[config.mk]
export PLATFORM = sky130hd
export DESIGN_NAME = link_rate_seq
export DESIGN_NICKNAME = d
export VERILOG_FILES = /design/src/rtl/lrs_pkg.sv /design/src/rtl/lrs_filter.sv /design/src/rtl/lrs_timer.sv /design/src/rtl/lrs_ctrl.sv /design/src/rtl/link_rate_seq.sv
export SDC_FILE = /design/constraint.sdc
export NUM_CORES = 1
export LEC_CHECK = 0
export BUFFER_PORTS_ARGS = -buffer_cell sky130_fd_sc_hd__buf_2
export CORE_AREA = 2 2 119 207
export CTS_CLUSTER_SIZE = 12
export DETAILED_ROUTE_END_ITERATION = 12
export DIE_AREA = 0 0 121 209
export PLACE_DENSITY_LB_ADDON = 0.25
export SYNTH_ARGS = -nofsm -noshare
export SYNTH_HDL_FRONTEND = slang
export SYNTH_SLANG_ARGS = --single-unit
[constraint.sdc]
create_clock -name clk -period 4.3 [get_ports clk]
set_input_delay 1.075 -clock clk [delete_from_list [all_inputs] [get_ports clk]]
set_output_delay 1.075 -clock clk [all_outputs]
set_load 0.05 [all_outputs]
[src/rtl/lrs_pkg.sv]
package lrs_pkg;

    typedef enum logic [1:0] {
        ST_START  = 2'd0,
        ST_SEARCH = 2'd1,
        ST_REQ    = 2'd2,
        ST_UP     = 2'd3
    } seq_state_e;

    localparam logic RATE_10G = 1'b1;
    localparam logic RATE_1G  = 1'b0;

endpackage

[src/rtl/lrs_filter.sv]
module lrs_filter #(
    parameter int SW = 8
) (
    input  logic          clk,
    input  logic          rst_n,
    input  logic          raw,
    input  logic [SW-1:0] len,
    output logic          good
);
    typedef struct packed {
        logic [SW-1:0] cnt;
        logic          good;
    } filt_t;

    filt_t q, d;
    logic [SW-1:0] lim;
    logic [SW:0]   cnt_inc;

    always_comb begin
        lim     = (len == '0) ? SW'(1) : len;
        cnt_inc = {1'b0, q.cnt} + 1'b1;
        d       = q;
        if (!raw) begin
            d.cnt  = '0;
            d.good = 1'b0;
        end else begin
            if (cnt_inc <= {1'b0, lim}) d.cnt = cnt_inc[SW-1:0];
            d.good = (cnt_inc >= {1'b0, lim});
        end
    end

    always_ff @(posedge clk or negedge rst_n) begin
        if (!rst_n) q <= '0;
        else        q <= d;
    end

    assign good = q.good;

    // a low raw sample always clears the filtered flag
    p_drop_clears_r6: assert property (@(posedge clk) disable iff (!rst_n)
        !raw |=> !good);

endmodule

[src/rtl/lrs_timer.sv]
module lrs_timer #(
    parameter int CW = 32
) (
    input  logic          clk,
    input  logic          rst_n,
    input  logic          load,
    input  logic          run,
    input  logic [CW-1:0] lim_in,
    output logic          expired
);
    typedef struct packed {
        logic [CW-1:0] cnt;
        logic [CW-1:0] lim;
    } tmr_t;

    tmr_t q, d;

    always_comb begin
        d = q;
        if (load) begin
            d.cnt = '0;
            d.lim = (lim_in == '0) ? CW'(1) : lim_in;
        end else if (run) begin
            d.cnt = q.cnt + 1'b1;
        end else begin
            d.cnt = '0;
        end
        expired = run && (q.cnt >= q.lim - 1'b1);
    end

    always_ff @(posedge clk or negedge rst_n) begin
        if (!rst_n) begin
            q.cnt <= '0;
            q.lim <= CW'(1);
        end else begin
            q <= d;
        end
    end

    // the latched limit is never zero
    p_lim_nonzero_r2: assert property (@(posedge clk) disable iff (!rst_n)
        q.lim != '0);
    // a running attempt never counts past its latched limit
    p_cnt_in_window_r5: assert property (@(posedge clk) disable iff (!rst_n)
        run |-> (q.cnt < q.lim));
    // the count is held at zero while not running
    p_held_idle_r4: assert property (@(posedge clk) disable iff (!rst_n)
        (!run && !load) |=> (q.cnt == '0));

endmodule

[src/rtl/lrs_ctrl.sv]
module lrs_ctrl
    import lrs_pkg::*;
#(
    parameter int CW = 32
) (
    input  logic          clk,
    input  logic          rst_n,
    input  logic          auto_en,
    input  logic          filt_good,
    input  logic          expired,
    input  logic          rcfg_ack,
    input  logic [CW-1:0] tmo_hi,
    input  logic [CW-1:0] tmo_lo,
    output logic          tmr_load,
    output logic          tmr_run,
    output logic [CW-1:0] tmr_lim,
    output logic          rcfg_req,
    output logic          rcfg_rate,
    output logic          rate_hi,
    output logic          link_up
);
    typedef struct packed {
        seq_state_e st;
        logic       rate;
        logic       req;
        logic       tgt;
        logic       up;
    } ctrl_t;

    ctrl_t q, d;

    always_comb begin
        d        = q;
        tmr_load = 1'b0;
        unique case (q.st)
            ST_START: begin
                d.st     = ST_SEARCH;
                tmr_load = 1'b1;
            end
            ST_SEARCH: begin
                if (filt_good) begin
                    d.st = ST_UP;
                    d.up = 1'b1;
                end else if (expired) begin
                    if (auto_en) begin
                        d.st  = ST_REQ;
                        d.req = 1'b1;
                        d.tgt = ~q.rate;
                    end else begin
                        tmr_load = 1'b1;
                    end
                end
            end
            ST_REQ: begin
                if (rcfg_ack) begin
                    d.st     = ST_SEARCH;
                    d.req    = 1'b0;
                    d.rate   = q.tgt;
                    tmr_load = 1'b1;
                end
            end
            ST_UP: begin
                if (!filt_good) begin
                    d.up = 1'b0;
                    if (auto_en) begin
                        d.st  = ST_REQ;
                        d.req = 1'b1;
                        d.tgt = q.rate;
                    end else begin
                        d.st     = ST_SEARCH;
                        tmr_load = 1'b1;
                    end
                end
            end
            default: d.st = ST_START;
        endcase
        tmr_lim = (d.rate == RATE_10G) ? tmo_hi : tmo_lo;
        tmr_run = (q.st == ST_SEARCH);
    end

    always_ff @(posedge clk or negedge rst_n) begin
        if (!rst_n) begin
            q.st   <= ST_START;
            q.rate <= RATE_10G;
            q.req  <= 1'b0;
            q.tgt  <= RATE_10G;
            q.up   <= 1'b0;
        end else begin
            q <= d;
        end
    end

    assign rcfg_req  = q.req;
    assign rcfg_rate = q.tgt;
    assign rate_hi   = q.rate;
    assign link_up   = q.up;

    // a pending request and its target hold until acknowledged
    p_req_hold_r4: assert property (@(posedge clk) disable iff (!rst_n)
        (q.req && !rcfg_ack) |=> (q.req && $stable(q.tgt)));
    // the channel rate moves only on an accepted acknowledge
    p_rate_on_ack_r4: assert property (@(posedge clk) disable iff (!rst_n)
        !$stable(q.rate) |-> $past(rcfg_ack));
    // no request is raised while the search is disabled
    p_no_req_off_r9: assert property (@(posedge clk) disable iff (!rst_n)
        $rose(q.req) |-> $past(auto_en));
    // link up and a pending request never coexist
    p_up_excl_r7: assert property (@(posedge clk) disable iff (!rst_n)
        q.up |-> !q.req);
    // link up follows the filtered flag only
    p_up_needs_filter_r6: assert property (@(posedge clk) disable iff (!rst_n)
        $rose(q.up) |-> $past(filt_good));

endmodule

[src/rtl/link_rate_seq.sv]
module link_rate_seq #(
    parameter int CW = 32,
    parameter int SW = 8
) (
    input  logic          clk,
    input  logic          rst_n,
    input  logic          auto_en,
    input  logic [CW-1:0] tmo_10g,
    input  logic [CW-1:0] tmo_1g,
    input  logic [SW-1:0] stab_len,
    input  logic          pcs_link_ok,
    input  logic          rcfg_ack,
    output logic          rcfg_req,
    output logic          rcfg_rate,
    output logic          rate_is_10g,
    output logic          link_up
);
    logic          filt_good;
    logic          expired;
    logic          tmr_load;
    logic          tmr_run;
    logic [CW-1:0] tmr_lim;

    lrs_filter #(.SW(SW)) u_filt (
        .clk  (clk),
        .rst_n(rst_n),
        .raw  (pcs_link_ok),
        .len  (stab_len),
        .good (filt_good)
    );

    lrs_timer #(.CW(CW)) u_tmr (
        .clk    (clk),
        .rst_n  (rst_n),
        .load   (tmr_load),
        .run    (tmr_run),
        .lim_in (tmr_lim),
        .expired(expired)
    );

    lrs_ctrl #(.CW(CW)) u_ctrl (
        .clk      (clk),
        .rst_n    (rst_n),
        .auto_en  (auto_en),
        .filt_good(filt_good),
        .expired  (expired),
        .rcfg_ack (rcfg_ack),
        .tmo_hi   (tmo_10g),
        .tmo_lo   (tmo_1g),
        .tmr_load (tmr_load),
        .tmr_run  (tmr_run),
        .tmr_lim  (tmr_lim),
        .rcfg_req (rcfg_req),
        .rcfg_rate(rcfg_rate),
        .rate_hi  (rate_is_10g),
        .link_up  (link_up)
    );

endmodule

==> results.yml <==
detailed_routing:
  post_drt_via_cell_ratio: 4.71
  drt_iter0_drc: 174
  dr_wl_met3_um: 490
  dr.max_layer_used: "met4"
  wl_per_cell_um: 15.8
  met2_length_um: 8760
  drc_errors: 0
  routed_wl_um: 15800
  route.vias.total: 4698
  met1_length_um: 5860
  first_pass_iters: 4
  antenna_left: 0
critical_path:
  worst-r2r-setup-slack_ns: 0.41
  crit_path_end_kind: "register"
  r2r-start: "u_tmr.q[12]"
  critPathTopFamily: "simple AND/OR/NAND/NOR gates"
  cp_max_fo: 10
  path_depth: 12
  path_class: "reg2reg"
  r2r-end: "u_tmr.q[31]"
  arrival_ns: 4.14
  critPathMaxStageDelay_ns: 0.50
  crit_chain: "or3_1, or3_4, nor2_2, nand3_1, nor3_1, xnor2_1, ha_1, nand4_1, nor4_2, o311ai_4, and2_1, mux2_1"
  critPathRequiredTime_ns: 4.55
  critical-path-slowest-cell: "nor4_2"
  startpoint_type: "register"
  critPathBufInv: 0
  ff2ff_path_depth: 12
floorplan:
  die_w_um: 121
  fp.coreArea_mm2: 0.0237
  core.rowCount: 75
  die_area_mm2: 0.0253
  initial_utilization_pct: 23.5
  die_height_um: 209
  ios: 81
clock_network:
  htreeDepth: 3
  cts_sinks: 79
  numCtsBuffers: 9
  clk_pin_slew_ns: 0.06
  cts_buffer_depth: 2
  clk_latency_ns: 0.36
  cts_tree: "yes"
  cts_root_buffer: "clkbuf_16"
finish:
  syn_to_final_growth_pct: 19.8
  final_nets: 804
  final_cell_mix: "buf_2, dfrtp_1, nor2_1"
  antenna_cells: 0
  final_common_cell: "buf_2"
  drive_gt1_share_pct: 18.6
logic_synthesis:
  synthDistinctLibCells: 62
  yosys.area_share.simple_pct: 24.1
  synth_edf_count: 0
  synth_compound_area_share_pct: 9.93
  seq_area_frac_synth_pct: 35.6
  async_flop_share_pct: 100
  synth_mux_area_share_pct: 7.26
  syn_nets: 723
  yosysTopAreaCell: "dfrtp_1"
  ys_top_cells_by_area: "dfrtp_1, ha_1, mux2i_1, xnor2_1, xor2_1"
  yosysWarnings: 0
  synthAdderAreaFrac_pct: 9.66
  synth_top_family_by_area: "simple AND/OR/NAND/NOR gates"
  synth-xor-area-share_pct: 10.4
  synth_top_area_share_pct: 34.1
  ys_seq_elements: 79
  mappedNetlistArea_mm2: 0.00557
  yosys_most_used_dff: "dfrtp_1"
  syn_avg_cell_area_um2: 9.24
  syn_inst: 603
pwr:
  ir_drop_uv: 153
  total_power_w: 0.00243
  p_leak_nw: 3.14
  p_per_area_mw_per_mm2: 364
sta:
  finalCritPeriodShare_pct: 90.5
  slew_viol_final: 0
  tns_ns: 0
  setup_viol: 0
  finClkSkew_ns: 0.00744
  tightest_slew_ns: 0.945
  final_hold_viol_count: 0
  min_period_ns: 3.89
  rsz0062_at_grt: "no"
  maxSlewHeadroom_pct: 37.0
  timing.fmax_ghz: 0.257
grt:
  grt_pass1_vias: 4984
  antenna_found_initial: 0
  grt_pass1_wl_um: 25700
  grt_overflow: 0
  grt_max_degree: 73
  grt_usage_pct: 13.1
place:
  place_hpwl_um: 12700
  place.gp.congestion: 0.788
  io_buffer_count: 80
job:
  drv_cap: 0
min_path:
  hp-start: "u_ctrl.rcfg_req"
  hold_depth: 2
  min_to: "u_ctrl.rcfg_req"
  holdCritPathClass: "reg2reg"
status:
  status: "finished clean"
worst max path at each step:
| stage | startpoint | end |
|---|---|---|
| 6_report | u_tmr.q[12] | u_tmr.q[31] |
| 5_1_grt | u_tmr.q[3] | u_tmr.q[43] |
| 4_1_cts | u_tmr.q[7] | u_tmr.q[8] |
| 3_5_place_dp | u_tmr.q[7] | u_tmr.q[31] |
| 3_3_place_gp | u_tmr.q[7] | u_tmr.q[31] |
| 2_1_floorplan | u_tmr.q[12] | u_tmr.q[31] |
worst min-delay path, cell delays in order, from the launching register on:
cell and delay [ns]:
dfrtp_1 0.34, nand2_1 0.05, nand2_1 0.06
repair_timing:
action | 4_1_cts | 5_1_grt
gates resized for setup | 0 | 3
setup endpoints to repair | 0 | 63
setup buffers | 0 | 0
hold buffers | 0 | 0
state kept, by name, summed over array words and instances (netlist names):
| name | flops |
|---|---|
| u_ctrl.q | 2 |
| u_ctrl.rate_hi | 1 |
| u_ctrl.rcfg_req | 1 |
| u_ctrl.rcfg_rate | 1 |
| u_ctrl.link_up | 1 |
| u_filt.good | 1 |
| u_tmr.q | 64 |
| u_filt.q | 8 |
routing by layer:
metal | GRT usage [%] | vias to the layer above
li1 | - | 2363
met1 | 13.0 | 2215
met2 | 24.9 | 91
met3 | 2.67 | 29
met4 | 7.22 | 0
met5 | 0 | -
stage by stage:
step           cell area [µm²]  hold slack (ns)  setup WS, ns  std cells  util, %
6_report                  6670            0.481         0.408        997     28.1
5_1_grt                   6670            0.510        0.0227        997     28.1
4_1_cts                   6650            0.492         0.159        997     28.0
3_5_place_dp              6350            0.476         0.163        981     26.8
3_3_place_gp              6350            0.467         0.280        981     26.8
2_1_floorplan             5570            0.466         0.722        603        -
layout make-up:
| cell class | instances | area (µm²) |
|---|---|---|
| clock buffers | 11 | 243 |
| clock inverters | 5 | 56.3 |
| fillers | 2550 | 17100 |
| inverters | 21 | 78.8 |
| multi-input cells | 484 | 3450 |
| flip-flops and latches | 79 | 1980 |
| well taps | 308 | 385 |
| repair buffers | 89 | 474 |
cell usage after synthesis, types with 2 or more instances:
library cell  count
a31oi_1           3
nand2_1          26
o21ai_0          13
a22oi_1           2
buf_2             8
and2_1            4
nor4_2            2
nand4_1          18
xnor2_1          33
nand3_1          52
o211ai_1          3
or2_2             2
nand4b_1          2
a21oi_1          13
nor2b_1           2
or3_1             4
xor2_1           33
o21ai_1          31
o21a_1            4
nor3_1           15
a21o_1            2
nor3b_1           3
ha_1             43
and3_1           11
nor2_1           56
inv_1            20
mux2i_1          37
dfstp_2           3
o31ai_1           2
mux2_1            2
or2_1             3
dfrtp_1          76
nor3_2            4
nand2b_1          3
buf_4             3
clkbuf_1          8
a211oi_1          2
and4_1            7
nor4_1           25
logic make-up (layout without fill, tap and decap cells):
logic type                 count (synthesis)  in the layout
DFF                                       79             79
AOI/OAI and AO/OA                         87             87
and+or+nand+nor                          248            248
muxes                                     40             40
adders and majority gates                 43             43
buffers and inverters                     40            126
xor gates and xnor gates                  66             66
where the power goes:
part / switching (W) / internal, W
Clock: 0.000329 / 0.000465
Sequential: 0.000168 / 0.000865
Combinational: 0.000321 / 0.000280
Note: power is estimated with default switching activity, not from simulation.
